## src/rtl/grp4_pkg.sv

```systemverilog
package grp4_pkg;
    localparam int GROUP_LEN = 4;
    localparam int POS_W     = $clog2(GROUP_LEN);
    localparam int NUM_PAT   = 2;

    // Target words; the leftmost bit is the first bit received in a group.
    localparam logic [GROUP_LEN-1:0] PATTERNS [NUM_PAT] = '{4'b1010, 4'b0110};

    typedef struct packed {
        logic [POS_W-1:0] pos;
    } pos_state_t;

    typedef struct packed {
        logic [NUM_PAT-1:0] live;
    } trk_state_t;
endpackage

```

## src/rtl/grp4_pos_ctr.sv

```systemverilog
module grp4_pos_ctr
    import grp4_pkg::*;
(
    input  logic             clk,
    input  logic             rst,
    input  logic             in_valid,
    output logic [POS_W-1:0] pos_o,
    output logic             last_o
);
    localparam logic [POS_W-1:0] LAST_POS = POS_W'(GROUP_LEN - 1);

    pos_state_t st_d, st_q;

    always_comb begin
        st_d   = st_q;
        last_o = (st_q.pos == LAST_POS);
        if (in_valid) begin
            st_d.pos = last_o ? '0 : st_q.pos + 1'b1;
        end
    end

    always_ff @(posedge clk) begin
        if (rst) begin
            st_q.pos <= '0;
        end else begin
            st_q <= st_d;
        end
    end

    assign pos_o = st_q.pos;
endmodule

```

## src/rtl/grp4_prefix_trk.sv

```systemverilog
module grp4_prefix_trk
    import grp4_pkg::*;
(
    input  logic               clk,
    input  logic               rst,
    input  logic               in_valid,
    input  logic               in_bit,
    input  logic [POS_W-1:0]   pos,
    input  logic               last,
    output logic [NUM_PAT-1:0] live_o,
    output logic [NUM_PAT-1:0] hit_o
);
    localparam logic [POS_W-1:0] TOP_IDX = POS_W'(GROUP_LEN - 1);

    trk_state_t st_d, st_q;
    logic [NUM_PAT-1:0] bit_ok;
    logic [POS_W-1:0]   idx;

    assign idx = TOP_IDX - pos;

    for (genvar k = 0; k < NUM_PAT; k++) begin : g_pat
        localparam logic [GROUP_LEN-1:0] WORD = PATTERNS[k];
        assign bit_ok[k] = (in_bit == WORD[idx]);
    end

    always_comb begin
        st_d  = st_q;
        hit_o = '0;
        if (in_valid) begin
            if (last) begin
                hit_o     = st_q.live & bit_ok;
                st_d.live = '1;
            end else begin
                st_d.live = st_q.live & bit_ok;
            end
        end
    end

    always_ff @(posedge clk) begin
        if (rst) begin
            st_q.live <= '1;
        end else begin
            st_q <= st_d;
        end
    end

    assign live_o = st_q.live;
endmodule

```

## src/rtl/grp4_pattern_rec.sv

```systemverilog
module grp4_pattern_rec
    import grp4_pkg::*;
(
    input  logic clk,
    input  logic rst,
    input  logic in_valid,
    input  logic in_bit,
    output logic match_o
);
    logic [POS_W-1:0]   pos_q;
    logic               last;
    logic [NUM_PAT-1:0] live_q;
    logic [NUM_PAT-1:0] hit;

    grp4_pos_ctr u_pos (
        .clk      (clk),
        .rst      (rst),
        .in_valid (in_valid),
        .pos_o    (pos_q),
        .last_o   (last)
    );

    grp4_prefix_trk u_trk (
        .clk      (clk),
        .rst      (rst),
        .in_valid (in_valid),
        .in_bit   (in_bit),
        .pos      (pos_q),
        .last     (last),
        .live_o   (live_q),
        .hit_o    (hit)
    );

    assign match_o = |hit;
endmodule

```

## config.mk

```make
export PLATFORM = sky130hd
export DESIGN_NAME = grp4_pattern_rec
export DESIGN_NICKNAME = d
export VERILOG_FILES = /design/src/rtl/grp4_pkg.sv /design/src/rtl/grp4_pos_ctr.sv /design/src/rtl/grp4_prefix_trk.sv /design/src/rtl/grp4_pattern_rec.sv
export SDC_FILE = /design/constraint.sdc
export NUM_CORES = 1
export LEC_CHECK = 0
export BUFFER_PORTS_ARGS = -buffer_cell sky130_fd_sc_hd__buf_2
export CAP_MARGIN = 20
export CELL_PAD_IN_SITES_DETAIL_PLACEMENT = 0
export CELL_PAD_IN_SITES_GLOBAL_PLACEMENT = 1
export CORE_AREA = 2 2 39 41
export CTS_CLUSTER_SIZE = 8
export DETAILED_ROUTE_END_ITERATION = 8
export DIE_AREA = 0 0 41 43
export PLACE_DENSITY_LB_ADDON = 0.1
export SYNTH_ARGS = -nofsm -noshare
export SYNTH_HDL_FRONTEND = slang
export SYNTH_SLANG_ARGS = --single-unit
```

## constraint.sdc

```tcl
create_clock -name clk -period 1.9 [get_ports clk]
set_input_delay 0.38 -clock clk [delete_from_list [all_inputs] [get_ports clk]]
set_output_delay 0.38 -clock clk [all_outputs]
set_load 0.02 [all_outputs]
```

# Word level (Yosys, flattened, before mapping)
# Index checks and enable logic that the tools add are counted.
# Widths: inputs -> output; s select.
dict set report word_totals {
  reg_bits 4
  out_inout_bits 1
  input_bits 4
}
dict set report op_classes {
  magnitude_cmp 1
  bitwise 1
  muxes 8
  eq_ne 3
  addsub 2
  n_reduce_logical 1
}
# operator n
set op_table {}
lappend op_table {{$mux 2} 4}
lappend op_table {{$bmux 1 s2} 2}
lappend op_table {{$lt 2x3->1 const B} 1}
lappend op_table {{$add 2x1->2 const B} 1}
lappend op_table {{$and 2x2->2} 1}
lappend op_table {{$eq 1x1->1} 2}
lappend op_table {{$eq 2x2->1 const B} 1}
lappend op_table {{$mux 1} 2}
lappend op_table {{$reduce_or 2->1} 1}
lappend op_table {{$sub 2x2->2 const A} 1}

# Longest topological paths before layout
# Gate-level depths: netlist (run 1).
dict set report logic_depth {
  word_depth 8
  mapped_depth 5
  mapped_depth_nobuf 5
}

# Cells and area by module
# Synthesis (run 1) repeated with hierarchy kept, for this count alone.
dict set report hier_totals {
  cells_unflattened 22
  area_unflattened_um2 214.0
}
# mod instances cells_per_inst seq_area_each_um2 area_each_um2
set modules_own_cells {}
lappend modules_own_cells {grp4_prefix_trk 1 13 40.0 121.4}
lappend modules_own_cells {grp4_pos_ctr 1 8 40.0 86.3}
lappend modules_own_cells {grp4_pattern_rec 1 1 0.0 6.3}

# Worst setup path before layout (run 1)
# Ideal clock, no wire load.
dict set report synth_path {
  kind {reg-to-output}
  startpoint {reg u_pos.pos_o[0] (netlist name)}
  endpoint {out match_o}
  slack_ps -40
  path_buffers 0
  arrival_time_ps 1560
  stages_incl_launch_ff 5
  path_cell_list {dfxtp_1 > inv_1 > ha_1 > or4b_1 > a31oi_1}
}
dict set report synth_via {
  elab_chain_len 8
  word_cells_on_any_way 12
  classes_between {1 x add/sub; 3 x eq/ne; 6 x mux; 1 x bitwise; 1 x reduce/logical}
}
# element line_no
set synth_rtl {}
lappend synth_rtl {{$sub 2x2->2} grp4_prefix_trk.sv:19} ;# assign idx = TOP_IDX - pos;
lappend synth_rtl {{$bmux 1 s2} grp4_prefix_trk.sv:23} ;# assign bit_ok[k] = (in_bit == WORD[idx]);
lappend synth_rtl {{$mux 1 (not written as such)} grp4_prefix_trk.sv:23}
lappend synth_rtl {{$eq 1x1->1} grp4_prefix_trk.sv:23}
lappend synth_rtl {{$and 2x2->2} grp4_prefix_trk.sv:31} ;# hit_o = st_q.live & bit_ok;
lappend synth_rtl {{$mux 2 *} grp4_prefix_trk.sv:30} ;# if (last) begin
lappend synth_rtl {{$mux 2 *} grp4_prefix_trk.sv:29} ;# if (in_valid) begin
lappend synth_rtl {{$reduce_or 2->1 *} grp4_pattern_rec.sv:34} ;# assign match_o = |hit;
lappend synth_rtl {{end, declared} grp4_pattern_rec.sv:8} ;# output logic match_o
# Mark *: on every way between the ends. The rest lies on a longest branch, timed or not. The select of a mux whose other input is x is not followed.

# Final worst setup path (run 1)
dict set report layout_path {
  startpoint {reg u_pos.pos_o[0] (netlist name)}
  endpoint {out match_o}
}
dict set report layout_via {
  elab_chain_len 8
  word_cells_on_any_way 12
  classes_between {1 x add/sub; 3 x eq/ne; 6 x mux; 1 x bitwise; 1 x reduce/logical}
}
# element line_no
set layout_rtl {}
lappend layout_rtl {{$sub 2x2->2} grp4_prefix_trk.sv:19}
lappend layout_rtl {{$bmux 1 s2} grp4_prefix_trk.sv:23}
lappend layout_rtl {{$mux 1 (not written as such)} grp4_prefix_trk.sv:23}
lappend layout_rtl {{$eq 1x1->1} grp4_prefix_trk.sv:23}
lappend layout_rtl {{$and 2x2->2} grp4_prefix_trk.sv:31}
lappend layout_rtl {{$mux 2 *} grp4_prefix_trk.sv:30}
lappend layout_rtl {{$mux 2 *} grp4_prefix_trk.sv:29}
lappend layout_rtl {{$reduce_or 2->1 *} grp4_pattern_rec.sv:34}
# Marked as above.

==> flow_summary.json, run 1 <==
{
  "outcome": "finished with violations",
  "violations": "negative setup slack",
  "synth_area_per_cell_sq_um": 8.851,
  "max_slew_margin_pct": 82.44,
  "design.core.area_sq_um": 1384,
  "finalCritPeriodShare_pct": 103.5,
  "antenna_violating_nets_post_route": 0,
  "cap_viol_max_count": 0,
  "cts.root.buffer_cell": "sky130_fd_sc_hd__clkbuf_4",
  "first_pass_iters": 2,
  "drt-vias-per-instance": 4.370,
  "finalMaxSlewViolations": 0,
  "fin_nets": 47,
  "wire_per_inst_microns": 10.00,
  "cp-end-kind": "output pin",
  "synth.yosys.warnings": 0,
  "tns_ns": -0.06596,
  "fillCellCount": 156,
  "post-route-drc-count": 0,
  "drt-initial-drc-count": 1,
  "die_x_extent_microns": 41,
  "powerDensity_nw_per_um2": 711.0,
  "clock-sinks": 4,
  "syn_std_cell_area_sq_um": 239.0,
  "grt_start_max_net_pins": 7,
  "final_core_util_pct": 27.22,
  "worst_skew_pair.late_latency_ns": 0.23,
  "syn_nets": 34,
  "max_freq_mhz": 508.7,
  "criticalPathCategory": "reg -> out",
  "synthCells": 27,
  "synth.yosys.seq_area_share_pct": 33.51,
  "synth.ff_latch_count": 4,
  "initial_core_util_pct": 17.27,
  "tritoncts": "built",
  "gr-usage-all-layers_pct": 9.137,
  "numCtsBuffers": 3,
  "stdcell_count": 54,
  "finalWeightedCongestion": 0.5587,
  "timing.reg2reg.setup_slack_ns": 0.48,
  "timing.critical_path.arrival_ns": 1.59,
  "die_height_microns": 43,
  "globalRoute.totalOverflow": 0,
  "clk_pin_slew_worst_paths_ns": 0.03,
  "mostFrequentLayoutCells": "sky130_fd_sc_hd__buf_4, sky130_fd_sc_hd__clkbuf_4, sky130_fd_sc_hd__buf_2",
  "grt_setup_unrepaired": "true",
  "dp.cells": 50,
  "post_route_cells_drive_above_1_share_pct": 52.63,
  "worstSetupStartpointType": "flop",
  "vias": 236,
  "total_leakage_power_uw": 0.0001553,
  "timing_hold_violations_final": 0,
  "first_global_vias": 260,
  "dieArea_sq_um": 1763,
  "placedInstanceArea_sq_um": 307.8,
  "std_cell_rows": 14,
  "hold_class": "in -> reg",
  "hpwl_microns": 413.3,
  "wl_microns": 540,
  "worst_slew_pin_slew_ns": 0.2623,
  "total_power_uw": 267.8,
  "io_buffers": 4,
  "synthToLayoutAreaGrowth_pct": 57.59,
  "yosys.cell_types.count": 17,
  "final.setup_skew_ns": 0.006060,
  "max-clock-path-buffers": 2,
  "boundaryPins": 5,
  "post-route-worst-setup-slack_ns": -0.06596,
  "critical_path_peak_fanout": 2,
  "global_route_wire_length_before_repair_microns": 1083,
  "antenna_cells": 0,
  "initial_antenna_violation_count": 0,
  "max-vdd-ir-drop_v": 0.0005137,
  "setup_violations": 1,
  "cts.htree.levels": 1,
  "final_period_minus_worst_setup_slack_ns": 1.966,
  "cp_data_required_time_ns": 1.52,
  "layout_commonest_cell": "sky130_fd_sc_hd__buf_4",
  "postLayoutCellArea_sq_um": 376.6
}
==> repair_timing <==
| action | 4_1_cts | 5_1_grt |
|---|---|---|
| pin swaps | 2 | 1 |
| gates cloned | 0 | 0 |
| hold buffers | 0 | 0 |
| gates resized for setup | 9 | 3 |
| endpoints found under the setup margin | 1 | 1 |
| setup buffers | 1 | 0 |
==> cells in the mapped netlist <==
cell / n / share of area [%]
sky130_fd_sc_hd__ha_1: 3 / 16
sky130_fd_sc_hd__nand3b_1: 1 / 3.1
sky130_fd_sc_hd__nor2_1: 2 / 3.1
sky130_fd_sc_hd__o211ai_1: 1 / 3.1
sky130_fd_sc_hd__a221o_1: 1 / 4.2
sky130_fd_sc_hd__a21oi_1: 1 / 2.1
sky130_fd_sc_hd__nand3_1: 1 / 2.1
sky130_fd_sc_hd__nor3b_1: 1 / 3.1
sky130_fd_sc_hd__a31oi_1: 1 / 2.6
sky130_fd_sc_hd__or4b_1: 1 / 4.2
sky130_fd_sc_hd__or3_2: 1 / 3.1
sky130_fd_sc_hd__xnor2_1: 1 / 3.7
sky130_fd_sc_hd__o21ai_0: 2 / 4.2
sky130_fd_sc_hd__dfxtp_1: 4 / 34
sky130_fd_sc_hd__inv_1: 3 / 4.7
sky130_fd_sc_hd__mux2i_1: 1 / 4.2
sky130_fd_sc_hd__nand2_1: 2 / 3.1
==> layout make-up <==
class | count | area [sq um] | share of cell area, %
Multi-Input combinational cell | 20 | 181.4 | 48.17
Sequential cell | 4 | 85.08 | 22.59
Timing Repair Buffer | 8 | 56.30 | 14.95
Clock buffer | 3 | 22.52 | 5.980
Tap cell | 16 | 20.02 | 5.316
Inverter | 3 | 11.26 | 2.990
==> final timing paths <==
| kind | start | end | cells past startpoint |
|---|---|---|---|
| hold reg to reg | u_trk.live_o[1]$_SDFFE_PP1P_ | u_trk.live_o[1]$_SDFFE_PP1P_ | 2 |
| setup / recovery | u_pos.pos_o[0]$_SDFFE_PP0P_ | match_o | 5 |
| hold / removal | rst | u_pos.pos_o[1]$_SDFFE_PP0P_ | 2 |
| setup reg to reg | u_pos.pos_o[0]$_SDFFE_PP0P_ | u_trk.live_o[0]$_SDFFE_PP1P_ | 6 |
==> metal layers <==
metal  vias to the layer above  share of wire [%]  global-route usage, %
met1                       113                 37                  9.646
met3                         0                5.2                  6.283
li1                        119                  -                      -
met4                         0                  0                  2.000
met2                         4                 57                  14.37
met5                         -                  0                      0
==> metrics by stage <==
stage | hold WS, ns | setup WS (ns)
CTS | 0.3540 | -0.09434
global route | 0.3603 | -0.1216
finish | 0.3600 | -0.06596
floorplan | 0.4524 | 0.05743
global placement | 0.4918 | 0.05600
detailed placement | 0.5081 | 0.03534
==> registers in the layout, indices dropped and copies added (netlist names) <==
name          count
u_trk.live_o      2
u_pos.pos_o       2
==> report_power, final <==
part           switching [uW]  internal, uW  leakage, uW
clock network            33.4          70.6    0.0000138
logic                    31.1          33.6     0.000107
registers                6.51          92.6    0.0000342
==> cell families (layout without fill, tap and decap cells) <==
group           after synthesis  after routing  synth area share, %
buf+inv                       3             14                4.712
simple gates                  9              9                21.99
xor+xnor                      1              1                3.666
compound gates                6              6                16.23
flops                         4              4                33.51
fa+ha+maj                     3              3                15.71
mux                           1              1                4.189
==> worst max-delay path, cell delays in order, from the launching register on <==
cell and delay (ns):
sky130_fd_sc_hd__dfxtp_2 0.33, sky130_fd_sc_hd__inv_2 0.05, sky130_fd_sc_hd__ha_2 0.18, sky130_fd_sc_hd__or4b_4 0.49, sky130_fd_sc_hd__a31oi_4 0.17, sky130_fd_sc_hd__buf_6 0.13
No activity file was read; power rests on OpenSTA's default activity.
==> inputs of run 2 (changes only) <==
--- a/config.mk
+++ b/config.mk
@@ -9,10 +9,9 @@
 export CAP_MARGIN = 20
 export CELL_PAD_IN_SITES_DETAIL_PLACEMENT = 0
 export CELL_PAD_IN_SITES_GLOBAL_PLACEMENT = 1
-export CORE_AREA = 2 2 39 41
-export CTS_CLUSTER_SIZE = 8
+export CORE_AREA = 8 8 45 47
 export DETAILED_ROUTE_END_ITERATION = 8
-export DIE_AREA = 0 0 41 43
+export DIE_AREA = 0 0 53 55
 export PLACE_DENSITY_LB_ADDON = 0.1
 export SYNTH_ARGS = -nofsm -noshare
 export SYNTH_HDL_FRONTEND = slang
==> run 2 against run 1 <==
Compared with the run above:
- non-clock buffer count is the same
- power grew 2.7%
- clock skew shrank 0.0033 ns
- cell area grew 3.3%
- worst hold slack lost 0.0036 ns
- fmax shrank 1.9%
- global-route usage shrank 4.0 points
- highest routed layer is now met4
- the run still ends with negative setup slack left
- sequential cell count is the same
- worst setup slack lost 0.038 ns
- critical path depth is the same
- register-to-register slack is essentially flat
==> flow_summary.json, run 2 (same netlist as run 1, synthesis figures left out) <==
{
  "outcome": "finished with violations",
  "violations": "negative setup slack",
  "power.sequential.fraction_pct": 36.2,
  "timing_hold_violations_final": 0,
  "vias": 244,
  "finalMaxSlewViolations": 0,
  "tritoncts": "built",
  "clock-sinks": 4,
  "grt_start_max_net_pins": 7,
  "fin_nets": 47,
  "timing.critical_path.depth": 5,
  "hold_class": "in -> reg",
  "worstSetupStartpointType": "flop",
  "dieArea_sq_um": 2915,
  "tns_ns": -0.1039,
  "cts.hold.buffers_added": 0,
  "cap_viol_max_count": 0,
  "layout_commonest_cell": "sky130_fd_sc_hd__buf_4",
  "cp_buf_inv_count": 2,
  "worst_skew_pair.late_latency_ns": 0.23,
  "numCtsBuffers": 3,
  "design.core.area_sq_um": 1384,
  "intPower_uw": 200.1,
  "die_height_microns": 55,
  "setup_violations": 1,
  "io_buffers": 4,
  "r2r_cells": 6,
  "powerDensity_nw_per_um2": 706.4,
  "finalCritPeriodShare_pct": 105.5,
  "first_global_vias": 274,
  "post-route-worst-setup-slack_ns": -0.1039,
  "initial_antenna_violation_count": 0,
  "wl_microns": 630,
  "final.setup_skew_ns": 0.002733,
  "antenna_violating_nets_post_route": 0,
  "final_period_minus_worst_setup_slack_ns": 2.004,
  "max_slew_margin_pct": 82.60,
  "criticalPathCategory": "reg -> out",
  "clk_pin_slew_worst_paths_ns": 0.03,
  "max-vdd-ir-drop_v": 0.0004049,
  "die_x_extent_microns": 53,
  "pwr-share-clk_pct": 38.0,
  "grt_setup_unrepaired": "true",
  "max_freq_mhz": 499.0,
  "mostFrequentLayoutCells": "sky130_fd_sc_hd__buf_4, sky130_fd_sc_hd__clkbuf_4, sky130_fd_sc_hd__buf_2",
  "drt-initial-drc-count": 5,
  "critical_path_top_delay_cell": "sky130_fd_sc_hd__or4b_4",
  "cp_slowest_stage_delay_ns": 0.54,
  "worstPathCellList": "inv_4, ha_4, or4b_4, a31oi_4, buf_6",
  "synthToLayoutAreaGrowth_pct": 62.83,
  "worstHoldPathCells": 2,
  "finalWeightedCongestion": 0.6655,
  "max-clock-path-buffers": 2,
  "cp_data_required_time_ns": 1.52,
  "antenna_cells": 0,
  "drt-vias-per-instance": 4.519,
  "preCtsSetupSlack_ns": 0.03293,
  "timing.critical_path.arrival_ns": 1.62,
  "postLayoutCellArea_sq_um": 389.1,
  "gr-usage-all-layers_pct": 5.131,
  "first_pass_iters": 3,
  "cp-end-kind": "output pin",
  "critPathTopFamily": "simple AND/OR/NAND/NOR gates",
  "cts.htree.levels": 1,
  "placedInstanceArea_sq_um": 307.8,
  "post_route_cells_drive_above_1_share_pct": 52.63,
  "globalRoute.totalOverflow": 0,
  "power.share.combinational_pct": 25.8,
  "initial_core_util_pct": 17.27,
  "wire_per_inst_microns": 11.67,
  "post-route-drc-count": 0,
  "boundaryPins": 5,
  "total_switching_power_uw": 74.78,
  "std_cell_rows": 14,
  "cts.root.buffer_cell": "sky130_fd_sc_hd__clkbuf_4",
  "critical_path_peak_fanout": 2,
  "sw_frac_of_total_pct": 27.20,
  "global_route_wire_length_before_repair_microns": 1069,
  "total_leakage_power_uw": 0.0001581,
  "worst_slew_pin_slew_ns": 0.2599,
  "holdWs_ns": 0.3564
}
==> run 2: cell counts in the layout (fill, tap and decap cells not counted) <==
Identical to the previous run, type by type.
==> run 2: path summary, 6_finish.rpt <==
kind                                              startpoint                           end  slack, ns
worst min register to register  u_trk.live_o[1]$_SDFFE_PP1P_  u_trk.live_o[1]$_SDFFE_PP1P_       0.50
worst max register to register   u_pos.pos_o[1]$_SDFFE_PP0P_  u_trk.live_o[0]$_SDFFE_PP1P_       0.47
worst max-delay path             u_pos.pos_o[0]$_SDFFE_PP0P_                       match_o      -0.10
worst min-delay path                                     rst   u_pos.pos_o[1]$_SDFFE_PP0P_       0.36
==> run 2: repair_timing <==
item	CTS	global route
pin swaps	3	1
resized for setup	11	3
setup endpoints to repair	1	1
buffers inserted	1	0
==> run 2: through the flow <==
stage               instances  power (uW)  util (%)
floorplan                  27       132.6         -
global route               54       292.4     28.12
global placement           50       153.5     22.24
CTS                        54       272.4     26.94
finish                     54       274.9     28.12
detailed placement         50       153.6     22.24
==> run 2: metal layers <==
layer	part of all wire (%)	track usage [%]
met5	0	0
met4	0.95	1.293
met3	7.6	4.278
met2	52	8.984
met1	39	4.394
==> run 2: area by class of cell <==
cell class	instances	area (sq um)
inverter	3	13.76
timing repair buffer	8	56.30
multi-input combinational	20	191.4
tap	16	20.02
clock buffer	3	22.52
fill	154	994.7
sequential	4	85.08
==> run 2: worst register-to-register path: cells and delay by family, from the launching register on <==
kind            cells  cell delay, ns
fa+ha+maj           1            0.15
flops               1            0.36
buf+inv             2            0.18
simple gates        2            0.56
compound gates      1            0.13
==> run 2: power groups by stage <==
stage	registers, uW	logic, uW	clock network (uW)
global route	100	79.7	112
finish	99.6	70.9	104
CTS	99.2	64.1	109
global placement	98.7	54.8	0
floorplan	98.1	34.5	0
detailed placement	98.7	54.9	0
==> inputs of run 3 (changes only) <==
--- a/config.mk
+++ b/config.mk
@@ -15,4 +15,5 @@
 export PLACE_DENSITY_LB_ADDON = 0.1
 export SYNTH_ARGS = -nofsm -noshare
 export SYNTH_HDL_FRONTEND = slang
+export SYNTH_HIERARCHICAL = 1
 export SYNTH_SLANG_ARGS = --single-unit
==> run 3 against run 2 <==
Compared with the run above:
- worst setup slack better by 0.25 ns
- the flow now finishes without violations
- via count is 32% lower
- clock skew is 0.0020 ns lower
==> flow_summary.json, run 3 <==
{
  "clock-sinks": 4,
  "std_cell_rows": 14,
  "yosys.cell_types.count": 16,
  "setup.worst_path.start": "u_pos/pos_o[0]$_SDFFE_PP0P_",
  "outcome": "complete, no violations",
  "wire_per_inst_microns": 9.378,
  "antenna_violating_nets_post_route": 0,
  "synthToLayoutAreaGrowth_pct": 29.24,
  "ys_dominant_reg_cell": "sky130_fd_sc_hd__dfxtp_1",
  "reg2reg_to": "u_pos/pos_o[0]$_SDFFE_PP0P_",
  "synth.yosys.seq_area_share_pct": 37.43,
  "synthArstFlopShare_pct": 0,
  "setup_violations": 0,
  "tritoncts": "built",
  "post_synth_most_frequent_cells": "sky130_fd_sc_hd__dfxtp_1, sky130_fd_sc_hd__a21oi_1, sky130_fd_sc_hd__nand2_1, sky130_fd_sc_hd__nor2_1",
  "powerDensity_nw_per_um2": 838.2,
  "numCtsBuffers": 3,
  "buffer_count_from_post_cts_setup_fixing": 0,
  "max-vdd-ir-drop_v": 0.0002454,
  "count_of_flip_flops_with_a_built_in_enable_after_synthesis": 0,
  "wl_microns": 422,
  "die_x_extent_microns": 53,
  "finalCritPeriodShare_pct": 92.28,
  "synth.yosys.warnings": 6,
  "cap_viol_max_count": 0,
  "timing_hold_violations_final": 0,
  "synthDominantCellAreaShare_pct": 37.43,
  "final_period_minus_worst_setup_slack_ns": 1.753,
  "critical_path_top_delay_cell": "sky130_fd_sc_hd__dfxtp_1",
  "preCtsSetupSlack_ns": 0.2041,
  "cts_repair_resize_count": 0,
  "post-route-drc-count": 0,
  "initial_core_util_pct": 15.46,
  "drt-initial-drc-count": 0,
  "worst_slew_pin_slew_ns": 0.1886,
  "vias": 167,
  "max-clock-path-buffers": 2,
  "synth.most_common_cell": "sky130_fd_sc_hd__dfxtp_1",
  "timing.reg2reg.setup_slack_ns": 0.71,
  "netlist_top_cells_area": "sky130_fd_sc_hd__dfxtp_1, sky130_fd_sc_hd__xor3_1, sky130_fd_sc_hd__ha_1",
  "design.core.area_sq_um": 1384,
  "criticalPathCategory": "reg -> out",
  "post_route_cells_drive_above_1_share_pct": 24.14,
  "initial_antenna_violation_count": 0,
  "hold_class": "in -> reg",
  "clk_pin_slew_worst_paths_ns": 0.03,
  "drt-vias-per-instance": 3.711,
  "cts.htree.levels": 1,
  "globalRoute.totalOverflow": 0,
  "max_slew_margin_pct": 87.29,
  "first_global_vias": 188,
  "mostFrequentLayoutCells": "sky130_fd_sc_hd__buf_2, sky130_fd_sc_hd__dfxtp_1, sky130_fd_sc_hd__clkbuf_4",
  "syn_std_cell_area_sq_um": 214.0,
  "total_leakage_power_uw": 0.0001348,
  "synthCells": 22,
  "cp_slowest_stage_delay_ns": 0.41,
  "die_height_microns": 55,
  "cp_data_required_time_ns": 1.52,
  "synth_area_per_cell_sq_um": 9.725,
  "grt_start_max_net_pins": 9,
  "first_pass_iters": 1,
  "worst_skew_pair.late_latency_ns": 0.23,
  "global_route_wire_length_before_repair_microns": 717,
  "boundaryPins": 5,
  "grt_setup_unrepaired": "false",
  "worstSetupStartpointType": "flop",
  "r2r_start": "u_pos/pos_o[0]$_SDFFE_PP0P_",
  "fin_nets": 36,
  "worstPathCellList": "xor3_1, nor2_1, or2_1, buf_2",
  "timing.critical_path.arrival_ns": 1.37,
  "io_buffers": 4,
  "synth.ff_latch_count": 4,
  "post-route-worst-setup-slack_ns": 0.1468,
  "cts.root.buffer_cell": "sky130_fd_sc_hd__clkbuf_4",
  "dieArea_sq_um": 2915,
  "tns_ns": 0,
  "setup.worst_path.end": "match_o",
  "final_core_util_pct": 19.98,
  "finalMaxSlewViolations": 0,
  "r2r_cells": 3,
  "syn_nets": 27,
  "antenna_cells": 0,
  "critical_path_peak_fanout": 5,
  "max_freq_mhz": 570.4,
  "final.setup_skew_ns": 0.0007010,
  "gr-usage-all-layers_pct": 3.770,
  "cts.hold.buffers_added": 0,
  "finalWeightedCongestion": 0.7010,
  "cp-end-kind": "output pin",
  "yosys.area.top_type": "sky130_fd_sc_hd__dfxtp_1"
}
## run 3: logic make-up (layout without fill, tap and decap cells)
| family | after synthesis | count (layout) | share of synthesized area, % |
|---|---|---|---|
| compound gates | 4 | 4 | 11.69 |
| flops | 4 | 4 | 37.43 |
| fa+ha+maj | 1 | 1 | 5.847 |
| simple gates | 9 | 9 | 23.40 |
| mux | 1 | 1 | 4.679 |
| xor+xnor | 2 | 2 | 15.20 |
| buf+inv | 1 | 8 | 1.753 |
## run 3: through the flow
step	area [sq um]	hold WS (ns)	power, uW	std cells
after detailed placement	254.0	0.4445	133.7	42
after floorplan	214.0	0.4257	122.0	22
after global routing	276.5	0.3519	247.1	45
after CTS	276.5	0.3414	238.9	45
final	276.5	0.3465	231.8	45
after global placement	254.0	0.4508	133.8	42
## run 3: where the power goes
part | leakage (uW) | internal [uW] | switching, uW | total (uW)
clock | 0.0000138 | 70.3 | 29.5 | 99.8
combinational | 0.0000879 | 18.9 | 14.9 | 33.8
sequential | 0.0000331 | 92.4 | 5.78 | 98.2
## run 3: how the worst min path moves through the flow
stage	start	end	slack (ns)	cells past startpoint
CTS	rst	u_pos/pos_o[1]$_SDFFE_PP0P_	0.34	2
global placement	u_trk/live_o[1]$_SDFFE_PP1P_	u_trk/live_o[1]$_SDFFE_PP1P_	0.45	1
finish	rst	u_pos/pos_o[1]$_SDFFE_PP0P_	0.35	2
detailed placement	u_trk/live_o[1]$_SDFFE_PP1P_	u_trk/live_o[1]$_SDFFE_PP1P_	0.44	1
floorplan	u_trk/live_o[1]$_SDFFE_PP1P_	u_trk/live_o[1]$_SDFFE_PP1P_	0.43	1
global route	rst	u_pos/pos_o[0]$_SDFFE_PP0P_	0.35	2
## run 3: metal layers
layer	vias up	wire length, microns	track usage, %	share of wire [%]
met5	-	0	0	0
met4	0	0	6.466	0
met3	0	31	1.872	7.3
met2	3	202	5.078	48
met1	74	188	3.191	45
li1	90	-	-	-
## run 3: worst max-delay path: cells and delay by family, from the launching register on
kind,cells,cell delay (ns)
xor+xnor,1,0.37
buf+inv,1,0.15
flops,1,0.41
simple gates,2,0.22
## run 3: area by class of cell
| type | instances | area (sq um) |
|---|---|---|
| Clock buffer | 3 | 22.52 |
| Fill cell | 160 | 1107 |
| Inverter | 1 | 3.754 |
| Multi-Input combinational cell | 17 | 130.1 |
| Sequential cell | 4 | 80.08 |
| Tap cell | 16 | 20.02 |
| Timing Repair Buffer | 4 | 20.02 |
